File: src/rtl/ps2_emu_pkg.sv
package ps2_emu_pkg;
  localparam logic [7:0] BYTE_ACK    = 8'hFA;
  localparam logic [7:0] BYTE_RESEND = 8'hFE;
  localparam logic [7:0] BYTE_RESET  = 8'hFF;
  localparam logic [7:0] BYTE_INIT   = 8'hAA;
  localparam logic [7:0] BYTE_ID     = 8'h00;
  localparam int unsigned FRAME_BITS = 11;

  // queued host command: error flag and byte
  typedef struct packed {
    logic       err;
    logic [7:0] data;
  } cmd_entry_t;
endpackage

File: src/rtl/ps2_tx_framer.sv
module ps2_tx_framer #(
  parameter int unsigned BIT_CYC = 16
) (
  input  logic       clk_i,
  input  logic       rst_ni,
  input  logic       start_i,
  input  logic [7:0] data_i,
  output logic       busy_o,
  output logic       dev_clk_o,
  output logic       dev_dat_o
);
  import ps2_emu_pkg::*;
  localparam int unsigned CW   = (BIT_CYC > 2) ? $clog2(BIT_CYC) : 1;
  localparam int unsigned HALF = BIT_CYC / 2;
  localparam logic [3:0]  LAST_BIT = 4'(FRAME_BITS - 1);

  logic          busy_q;
  logic [3:0]    bit_q;
  logic [CW-1:0] cnt_q;
  logic [FRAME_BITS-1:0] sh_q;

  always_ff @(posedge clk_i or negedge rst_ni) begin
    if (!rst_ni) begin
      busy_q <= 1'b0;
      bit_q  <= '0;
      cnt_q  <= '0;
      sh_q   <= '1;
    end else if (!busy_q) begin
      if (start_i) begin
        busy_q <= 1'b1;
        bit_q  <= '0;
        cnt_q  <= '0;
        sh_q   <= {1'b1, ~^data_i, data_i, 1'b0};
      end
    end else if (cnt_q == CW'(BIT_CYC - 1)) begin
      cnt_q <= '0;
      sh_q  <= {1'b1, sh_q[FRAME_BITS-1:1]};
      if (bit_q == LAST_BIT) busy_q <= 1'b0;
      else                   bit_q  <= bit_q + 4'd1;
    end else begin
      cnt_q <= cnt_q + CW'(1);
    end
  end

  assign busy_o    = busy_q;
  // clock high in first half of a bit, low in second; data moves with the high phase
  assign dev_clk_o = !(busy_q && (cnt_q >= CW'(HALF)));
  assign dev_dat_o = busy_q ? sh_q[0] : 1'b1;
endmodule

File: src/rtl/ps2_host_rx.sv
module ps2_host_rx (
  input  logic       clk_i,
  input  logic       rst_ni,
  input  logic       host_clk_i,
  input  logic       host_dat_i,
  output logic       valid_o,
  output logic       err_o,
  output logic [7:0] data_o
);
  import ps2_emu_pkg::*;
  localparam logic [3:0] LAST_BIT = 4'(FRAME_BITS - 1);

  logic       c1_q, c2_q, cprev_q, d1_q, d2_q;
  logic [3:0] cnt_q;
  logic [9:0] sh_q;
  logic       fall, frame_ok;

  always_ff @(posedge clk_i or negedge rst_ni) begin
    if (!rst_ni) begin
      c1_q <= 1'b1; c2_q <= 1'b1; cprev_q <= 1'b1;
      d1_q <= 1'b1; d2_q <= 1'b1;
    end else begin
      c1_q <= host_clk_i; c2_q <= c1_q; cprev_q <= c2_q;
      d1_q <= host_dat_i; d2_q <= d1_q;
    end
  end

  assign fall     = cprev_q & ~c2_q;
  // sh_q[0] start, sh_q[8:1] data, sh_q[9] parity, d2_q stop
  assign frame_ok = !sh_q[0] && d2_q && (^sh_q[9:1]);

  always_ff @(posedge clk_i or negedge rst_ni) begin
    if (!rst_ni) begin
      cnt_q   <= '0;
      sh_q    <= '0;
      valid_o <= 1'b0;
      err_o   <= 1'b0;
      data_o  <= '0;
    end else begin
      valid_o <= 1'b0;
      err_o   <= 1'b0;
      if (fall) begin
        if (cnt_q == LAST_BIT) begin
          cnt_q   <= '0;
          valid_o <= frame_ok;
          err_o   <= !frame_ok;
          data_o  <= sh_q[8:1];
        end else begin
          cnt_q <= cnt_q + 4'd1;
          sh_q  <= {d2_q, sh_q[9:1]};
        end
      end
    end
  end
endmodule

File: src/rtl/ps2_cmd_fifo.sv
module ps2_cmd_fifo #(
  parameter int unsigned WIDTH = 9,
  parameter int unsigned DEPTH = 4
) (
  input  logic             clk_i,
  input  logic             rst_ni,
  input  logic             push_i,
  input  logic [WIDTH-1:0] data_i,
  input  logic             pop_i,
  output logic [WIDTH-1:0] data_o,
  output logic             empty_o,
  output logic             full_o
);
  localparam int unsigned AW = (DEPTH > 2) ? $clog2(DEPTH) : 1;

  logic [WIDTH-1:0] mem_q [DEPTH];
  logic [AW:0]      wr_q, rd_q;

  assign empty_o = (wr_q == rd_q);
  assign full_o  = (wr_q[AW] != rd_q[AW]) && (wr_q[AW-1:0] == rd_q[AW-1:0]);
  assign data_o  = mem_q[rd_q[AW-1:0]];

  always_ff @(posedge clk_i) begin
    if (push_i && !full_o) mem_q[wr_q[AW-1:0]] <= data_i;
  end

  always_ff @(posedge clk_i or negedge rst_ni) begin
    if (!rst_ni) begin
      wr_q <= '0;
      rd_q <= '0;
    end else begin
      if (push_i && !full_o) wr_q <= wr_q + 1'b1;
      if (pop_i && !empty_o) rd_q <= rd_q + 1'b1;
    end
  end
endmodule

File: src/rtl/ps2_dev_emu.sv
module ps2_dev_emu #(
  parameter int unsigned BIT_CYC   = 16,
  parameter int unsigned CMD_DEPTH = 4
) (
  input  logic       clk_i,
  input  logic       rst_ni,
  input  logic       mode_mouse_i,
  input  logic       in_valid_i,
  input  logic [7:0] in_data_i,
  output logic       in_ready_o,
  input  logic       host_clk_i,
  input  logic       host_dat_i,
  output logic       dev_clk_o,
  output logic       dev_dat_o,
  output logic       tx_strobe_o,
  output logic [7:0] tx_byte_o,
  output logic       cmd_valid_o,
  output logic [7:0] cmd_data_o
);
  import ps2_emu_pkg::*;

  logic       rx_valid, rx_err;
  logic [7:0] rx_data;
  cmd_entry_t q_in, q_out;
  logic       q_empty, q_full, q_pop;
  logic       tx_busy, tx_start;
  logic [7:0] tx_data;

  // reply flags, sent in priority order ack > err > init > id > replay
  logic pend_ack_q, pend_err_q, pend_aa_q, pend_id_q, pend_rep_q;
  logic pend_ack_d, pend_err_d, pend_aa_d, pend_id_d, pend_rep_d;
  logic [7:0] last_q, last_d;
  logic       any_pend;

  ps2_host_rx i_rx (
    .clk_i, .rst_ni, .host_clk_i, .host_dat_i,
    .valid_o(rx_valid), .err_o(rx_err), .data_o(rx_data)
  );

  assign q_in = '{err: rx_err, data: rx_data};

  ps2_cmd_fifo #(.WIDTH($bits(cmd_entry_t)), .DEPTH(CMD_DEPTH)) i_fifo (
    .clk_i, .rst_ni,
    .push_i (rx_valid || rx_err),
    .data_i (q_in),
    .pop_i  (q_pop),
    .data_o (q_out),
    .empty_o(q_empty),
    .full_o (q_full)
  );

  ps2_tx_framer #(.BIT_CYC(BIT_CYC)) i_tx (
    .clk_i, .rst_ni,
    .start_i  (tx_start),
    .data_i   (tx_data),
    .busy_o   (tx_busy),
    .dev_clk_o(dev_clk_o),
    .dev_dat_o(dev_dat_o)
  );

  assign any_pend   = pend_ack_q | pend_err_q | pend_aa_q | pend_id_q | pend_rep_q;
  assign in_ready_o = rst_ni && !tx_busy && !any_pend && q_empty;

  always_comb begin
    pend_ack_d = pend_ack_q;
    pend_err_d = pend_err_q;
    pend_aa_d  = pend_aa_q;
    pend_id_d  = pend_id_q;
    pend_rep_d = pend_rep_q;
    last_d     = last_q;
    tx_start   = 1'b0;
    tx_data    = last_q;
    q_pop      = 1'b0;
    if (!tx_busy) begin
      if (pend_ack_q) begin
        tx_start = 1'b1; tx_data = BYTE_ACK; pend_ack_d = 1'b0;
      end else if (pend_err_q) begin
        tx_start = 1'b1; tx_data = BYTE_RESEND; pend_err_d = 1'b0;
      end else if (pend_aa_q) begin
        tx_start = 1'b1; tx_data = BYTE_INIT; pend_aa_d = 1'b0;
        pend_id_d = mode_mouse_i; last_d = BYTE_INIT;
      end else if (pend_id_q) begin
        tx_start = 1'b1; tx_data = BYTE_ID; pend_id_d = 1'b0;
        last_d = BYTE_ID;
      end else if (pend_rep_q) begin
        tx_start = 1'b1; tx_data = last_q; pend_rep_d = 1'b0;
      end else if (!q_empty) begin
        q_pop = 1'b1;
        if (q_out.err) begin
          pend_err_d = 1'b1;
        end else begin
          pend_ack_d = 1'b1;
          if (q_out.data == BYTE_RESET)  pend_aa_d  = 1'b1;
          if (q_out.data == BYTE_RESEND) pend_rep_d = 1'b1;
        end
      end else if (in_valid_i) begin
        tx_start = 1'b1; tx_data = in_data_i; last_d = in_data_i;
      end
    end
  end

  always_ff @(posedge clk_i or negedge rst_ni) begin
    if (!rst_ni) begin
      pend_ack_q  <= 1'b0;
      pend_err_q  <= 1'b0;
      pend_aa_q   <= 1'b1;
      pend_id_q   <= 1'b0;
      pend_rep_q  <= 1'b0;
      last_q      <= BYTE_INIT;
      tx_strobe_o <= 1'b0;
      tx_byte_o   <= '0;
    end else begin
      pend_ack_q  <= pend_ack_d;
      pend_err_q  <= pend_err_d;
      pend_aa_q   <= pend_aa_d;
      pend_id_q   <= pend_id_d;
      pend_rep_q  <= pend_rep_d;
      last_q      <= last_d;
      tx_strobe_o <= tx_start;
      if (tx_start) tx_byte_o <= tx_data;
    end
  end

  assign cmd_valid_o = rx_valid;
  assign cmd_data_o  = rx_data;
endmodule

File: config.mk
export PLATFORM = sky130hd
export DESIGN_NAME = ps2_dev_emu
export DESIGN_NICKNAME = d
export VERILOG_FILES = /design/src/rtl/ps2_emu_pkg.sv /design/src/rtl/ps2_tx_framer.sv /design/src/rtl/ps2_host_rx.sv /design/src/rtl/ps2_cmd_fifo.sv /design/src/rtl/ps2_dev_emu.sv
export SDC_FILE = /design/constraint.sdc
export NUM_CORES = 1
export LEC_CHECK = 0
export ABC_CLOCK_PERIOD_IN_PS = 7250
export BUFFER_PORTS_ARGS = -buffer_cell sky130_fd_sc_hd__buf_2
export CAP_MARGIN = 25
export CORE_MARGIN = 4
export CORE_UTILIZATION = 54
export CTS_CLUSTER_SIZE = 20
export DETAILED_ROUTE_END_ITERATION = 10
export GPL_ROUTABILITY_DRIVEN = 0
export GPL_TIMING_DRIVEN = 0
export HOLD_SLACK_MARGIN = 0.02
export PLACE_DENSITY = 0.83
export SLEW_MARGIN = 10
export SYNTH_ARGS = -nofsm -noshare
export SYNTH_HDL_FRONTEND = slang
export SYNTH_SLANG_ARGS = --single-unit
File: constraint.sdc
create_clock -name clk_i -period 7.25 [get_ports clk_i]
set_input_delay 0.725 -clock clk_i [delete_from_list [all_inputs] [get_ports clk_i]]
set_output_delay 0.725 -clock clk_i [all_outputs]
set_load 0.005 [all_outputs]
* After elaboration in Yosys (flattened, before gate mapping)
Memories as Yosys holds them, arrays and structs flattened.
Index checks and enable logic that the tools add are counted.
** Storage, ports and cells
- Register bits :: 77
- Bits in writable memories :: 36
- Input port bits :: 14
- Output and inout port bits :: 21
- Logic and storage cells :: 148
- Memories kept :: 1
** Memory list
- i_fifo.mem_q :: words 4, bits a word 9, rd ports 1, clocked after Yosys merged registers in 0, write ports 1, RTL line ps2_cmd_fifo.sv:16 : logic [WIDTH-1:0] mem_q [DEPTH];
** Operators by class
- $add $sub $neg :: 5
- Order comparisons :: 1
- Eq/ne operators :: 10
- Muxes and demuxes :: 68
- Bitwise logic cells :: 12
- Reduce and logical (&&, ||, !) cells :: 27
** Operators with widths (count)
- $mux 8 :: 8
- $mux 1 :: 50
- $mux 11 :: 3
- $mux 4 :: 7
- $eq 8x8->1 const B :: 2
- $add 4x1->4 const B :: 3
- $eq 4x4->1 const B :: 3
- $logic_and 1x1->1 :: 9
- $reduce_xor 9->1 :: 1
- $reduce_and 2->1 :: 4
- $reduce_xnor 8->1 :: 1
- $logic_not 1->1 :: 7
- $not 1->1 :: 7
- $add 3x1->3 const B :: 2
- $reduce_and 3->1 :: 2
- $reduce_and 5->1 :: 1
- $ge 4x4->1 const B :: 1
- $ne 2x2->1 const B :: 2
- $or 1x1->1 :: 4
- $eq 3x3->1 :: 1
- $eq 2x2->1 :: 1
- $reduce_bool 2->1 :: 1
- $and 1x1->1 :: 1
- $logic_or 1x1->1 :: 1
- $ne 1x1->1 :: 1

* Longest topological paths before layout
- Depth after elaboration :: 11
- Depth in mapped cells :: 9
- Mapped depth without buffers :: 7

* Modules after synthesis
Synthesis repeated with hierarchy kept, for this count alone.
** Second synthesis, totals
- Cell total of the unflattened synthesis :: 389
- Area, all modules :: 5221.3 um^2
** By module, submodules not included
- ps2_cmd_fifo :: instances 1, cells each 96, area each 1771.7 um^2, sequential area each 1231.2 um^2
- ps2_host_rx :: instances 1, cells each 79, area each 1167.4 um^2, sequential area each 732.0 um^2
- ps2_dev_emu :: instances 1, cells each 113, area each 1142.3 um^2, sequential area each 556.8 um^2
- ps2_tx_framer :: instances 1, cells each 101, area each 1139.8 um^2, sequential area each 488.0 um^2

* Worst setup path after synthesis
OpenSTA, ideal clock, no wires.
- Path type :: input port to flip-flop
- Start point :: input in_valid_i
- End point :: register i_tx.sh_q[9]
- Library setup time :: 73 ps
- Arrival time :: 2522 ps
- Required time :: 7177 ps
- Slack :: 4655 ps
- Stages :: 7
- Buffers on the path :: 0
- Cells stage by stage :: nand2b_1 nor4_4 nor4_1 a2111oi_1 xnor3_1 xnor3_1 a21oi_1
** Between the ends
- Word-level cells in the longest chain between the ends :: 11
- Elaborated cells on any way between the ends :: 21
- Those cells by class :: 18 x mux; 3 x reduce/logical
** Ends and longest elaborated chain
- start: declaration :: RTL line ps2_dev_emu.sv:8 : input logic in_valid_i,
- $mux 8 :: RTL line ps2_dev_emu.sv:96 : end else if (in_valid_i) begin
- $mux 8 :: RTL line ps2_dev_emu.sv:87 : end else if (!q_empty) begin
- $mux 8 :: RTL line ps2_dev_emu.sv:85 : end else if (pend_rep_q) begin
- $mux 8 :: RTL line ps2_dev_emu.sv:82 : end else if (pend_id_q) begin
- $mux 8 :: RTL line ps2_dev_emu.sv:79 : end else if (pend_aa_q) begin
- $mux 8 :: RTL line ps2_dev_emu.sv:77 : end else if (pend_err_q) begin
- $mux 8 :: RTL line ps2_dev_emu.sv:75 : if (pend_ack_q) begin
- $mux 8 :: RTL line ps2_dev_emu.sv:74 : if (!tx_busy) begin
- $reduce_xnor 8->1 :: RTL line ps2_tx_framer.sv:33 : sh_q <= {1'b1, ~^data_i, data_i, 1'b0};
- $mux 11 :: RTL line ps2_tx_framer.sv:29 : if (start_i) begin
- $mux 11 :: RTL line ps2_tx_framer.sv:28 : end else if (!busy_q) begin
- end signal: assignment :: RTL line ps2_tx_framer.sv:33
- end signal: assignment :: RTL line ps2_tx_framer.sv:37 : sh_q <= {1'b1, sh_q[FRAME_BITS-1:1]};
- end: declaration :: RTL line ps2_tx_framer.sv:20 : logic [FRAME_BITS-1:0] sh_q;
Parallel ways exist; a longest one is shown, timed or not. The select of a mux whose other input is x is not followed.
A chain may end at the register's enable or synchronous reset.

* Final worst setup path
- Start point :: register i_tx.busy_q (netlist: i_tx.busy_o)
- End point :: output dev_dat_o
** Between the ends
- Word-level cells in the longest chain between the ends :: 1
** Ends and longest elaborated chain
- start: declaration :: RTL line ps2_tx_framer.sv:17 : logic busy_q;
- start signal: assignment :: RTL line ps2_tx_framer.sv:24 : busy_q <= 1'b0;
- start signal: assignment :: RTL line ps2_tx_framer.sv:30 : busy_q <= 1'b1;
- start signal: assignment :: RTL line ps2_tx_framer.sv:38 : if (bit_q == LAST_BIT) busy_q <= 1'b0;
- $mux 1 :: RTL line ps2_tx_framer.sv:48 : assign dev_dat_o = busy_q ? sh_q[0] : 1'b1;
- end: declaration :: RTL line ps2_dev_emu.sv:14 : output logic dev_dat_o,
Every way passes these cells.

==> impl_metrics.json <==
{
  "synth_most_common_cell": "dfrtp_1",
  "async_flop_share_pct": 67.9,
  "synth_area_leaders": "dfrtp_1, edfxtp_1, dfstp_2, mux2_2, o21ai_0",
  "first_iter_violations": 201,
  "ys_top_cells_by_count": "dfrtp_1, edfxtp_1, o21ai_0",
  "syn_avg_cell_area_um2": 12.7,
  "clk_latency_ns": 0.37,
  "wl_per_cell_um": 16.2,
  "final_cell_area_um2": 5370,
  "ys.warnings.count": 0,
  "relSlewSlack_pct": 63.0,
  "cap_viol_max_count": 0,
  "yosysTopAreaCellShare_pct": 29.0,
  "dpl_cell_area_um2": 5160,
  "period_minus_slack_ns": 2.98,
  "sw_frac_of_total_pct": 29.2,
  "cts_tree": "yes",
  "firstDrtPassIters": 4,
  "maxSlewViolCount": 0,
  "yosysTopAreaCell": "dfrtp_1",
  "area_growth_pct": 11.2,
  "cts_resized": 0,
  "wl_mm": 8.78,
  "syn_area_um2": 4830,
  "slowest_stage": "clkbuf_1",
  "grt_pass1_wl_mm": 14.8,
  "min_path_type": "input port to async pin",
  "clock.fmax_mhz": 335,
  "antenna_found_initial": 0,
  "ys_ff_latch": 112,
  "p_total_mw": 1.44,
  "tns_ns": 0,
  "ir_drop_v": 0.000125,
  "cp_data_required_time_ns": 6.52,
  "finalCritPeriodShare_pct": 41.1,
  "power_frac_clock_pct": 24.8,
  "holdBufCountCts": 0,
  "clockBufferDepth": 2,
  "ys_types": 51,
  "p_switching_mw": 0.419,
  "path_clk_slew_ns": 0.11,
  "die_y_um": 103,
  "core_um2": 8720,
  "io_buffers": 34,
  "max_stage_delay_ns": 0.48,
  "path_common_cell": "clkbuf_1",
  "p_int_mw": 1.02,
  "drive_above_1_share_pct": 23.0,
  "status": "finished clean",
  "die-width_um": 103,
  "crit_path_max_fanout": 10,
  "crit_path_start_kind": "register",
  "synthFlopType": "dfrtp_1",
  "root_buffer": "clkbuf_8",
  "ys_seq_area_share_pct": 62.2,
  "power_frac_comb_pct": 17.9,
  "synth_edf_count": 36,
  "ant_nets": 0,
  "drc": 0,
  "ios": 35,
  "start_util_pct": 55.4,
  "cts_made_buffers": 9,
  "setup_viol": 0,
  "rsz0062_at_grt": "false",
  "endpoint_kind": "output port",
  "postSynthCellCount": 381,
  "synthesis.nets": 404,
  "crit_type": "register to output port",
  "final_nets": 452,
  "worstMarginPinSlew_ns": 0.551,
  "hpwl_mm": 6.19,
  "htreeDepth": 3,
  "antenna_cells": 0,
  "viasPerCell": 5.71,
  "rows": 34,
  "fin_skew_ns": 0.0103,
  "p_leak_nw": 2.28,
  "cp_cell_sequence": "clkbuf_1 -> clkbuf_1 -> clkbuf_1 -> nand2_1 -> buf_2",
  "grtUsageTotal_pct": 18.5,
  "postCtsSetupBuffers": 0,
  "power_frac_seq_pct": 57.3,
  "die_area_um2": 10500,
  "grt_max_degree": 42,
  "vias": 3096,
  "powerDensity_nw_per_um2": 267,
  "hold_viol": 0,
  "grt_pass1_vias": 3096,
  "overflow": 0,
  "cp_data_arrival_time_ns": 2.26,
  "cts.sinks": 112
}
==> cell usage in the layout (no fill, tap or decap), types with 3 or more instances in the layout <==
cell type	netlist	routed
a21oi_1	14	14
a22o_1	3	3
a31oi_1	3	3
and2_1	5	5
buf_2	2	36
clkbuf_1	11	11
clkbuf_8	0	9
dfrtp_1	56	56
dfstp_2	20	20
edfxtp_1	36	36
ha_1	9	9
inv_1	12	12
mux2_2	19	19
mux2i_1	10	10
nand2_1	30	30
nand3_1	3	3
nand4_1	6	6
nand4b_1	4	4
nor2_1	23	23
nor2b_1	7	7
nor3_1	9	9
o21a_1	5	5
o21ai_0	34	34
o22a_1	6	6
xnor2_1	13	13
xor2_1	8	8
==> per-stage QoR <==
stage / std cells / setup slack [ns] / hold slack (ns) / utilization (%)
detailed placement: 524 / 4.30 / 0.348 / 59.2
CTS: 540 / 4.24 / 0.301 / 61.4
global route: 542 / 4.19 / 0.315 / 61.6
finish: 542 / 4.27 / 0.288 / 61.6
floorplan: 381 / 4.65 / 0.345 / -
global placement: 523 / 4.10 / 0.346 / 58.9
==> cell type report <==
cell class | instances | area (um^2)
multi-input combinational | 242 | 1720
clock buffer | 9 | 124
buffer | 15 | 66.3
clock inverter | 7 | 70.1
fill | 644 | 3350
tap | 108 | 135
sequential | 112 | 3010
timing repair buffer | 37 | 210
inverter | 12 | 45.0
==> critical path, delay by kind of cell (launching register included) <==
family / cells / cell delay [ns]
buffers and inverters: 4 / 1.39
flip-flops: 1 / 0.33
AND/OR/NAND/NOR: 1 / 0.15
==> logic make-up (layout without fill, tap and decap cells) <==
family / after synthesis / count (layout) / share of synthesized area, %
AO/OA/AOI/OAI: 78 / 78 / 9.94
adder cells (fa/ha/maj): 9 / 9 / 2.33
buffers and inverters: 27 / 80 / 2.30
flip-flops: 112 / 112 / 62.2
AND/OR/NAND/NOR: 100 / 100 / 10.7
multiplexers: 31 / 31 / 7.43
XOR/XNOR: 24 / 24 / 5.07
==> layer usage <==
| metal | vias up | GRT usage (%) | wire length (um) |
|---|---|---|---|
| met5 | - | 0 | 0 |
| met4 | 0 | 6.76 | 191 |
| met3 | 17 | 3.65 | 418 |
| met2 | 78 | 29.1 | 4370 |
| met1 | 1525 | 25.6 | 3800 |
| li1 | 1476 | - | - |
==> power groups by stage <==
stage / registers [mW] / logic (mW) / clock network, mW
after floorplan: 0.810 / 0.195 / 0
after global placement: 0.829 / 0.246 / 0
after detailed placement: 0.836 / 0.261 / 0
after CTS: 0.824 / 0.263 / 0.364
after global routing: 0.837 / 0.289 / 0.395
final: 0.823 / 0.257 / 0.356
==> path summary, 6_finish.rpt <==
kind                                                  from                        to  slack [ns]  cells after the start
worst min register to register         i_rx.d1_q$_DFF_PN1_       i_rx.d2_q$_DFF_PN1_        0.36                      0
max in group asynchronous                           rst_ni       i_rx.c1_q$_DFF_PN1_        6.33                      2
worst min-delay path                                rst_ni     last_q[2]$_DFFE_PN0P_        0.29                      1
min in group clk_i                     i_rx.d1_q$_DFF_PN1_       i_rx.d2_q$_DFF_PN1_        0.36                      0
worst max register to register  i_fifo.rd_q[1]$_DFFE_PN0P_  i_tx.sh_q[9]$_DFFE_PN1P_        4.43                      7
worst max-delay path                 i_tx.busy_o$_DFF_PN0_                 dev_dat_o        4.27                      5
==> registers in the layout (all words and copies together) (netlist names), 3 cells and up <==
signal and flops:
last_q 8, tx_byte_o 8, i_fifo.wr_q 3, i_tx.sh_q 10
i_tx.cnt_q 4, i_fifo.mem_q 36, i_tx.bit_q 4, i_rx.sh_q 10
i_fifo.rd_q 3, i_rx.data_o 8, i_rx.cnt_q 4
Power figures use the tool's default switching activity.
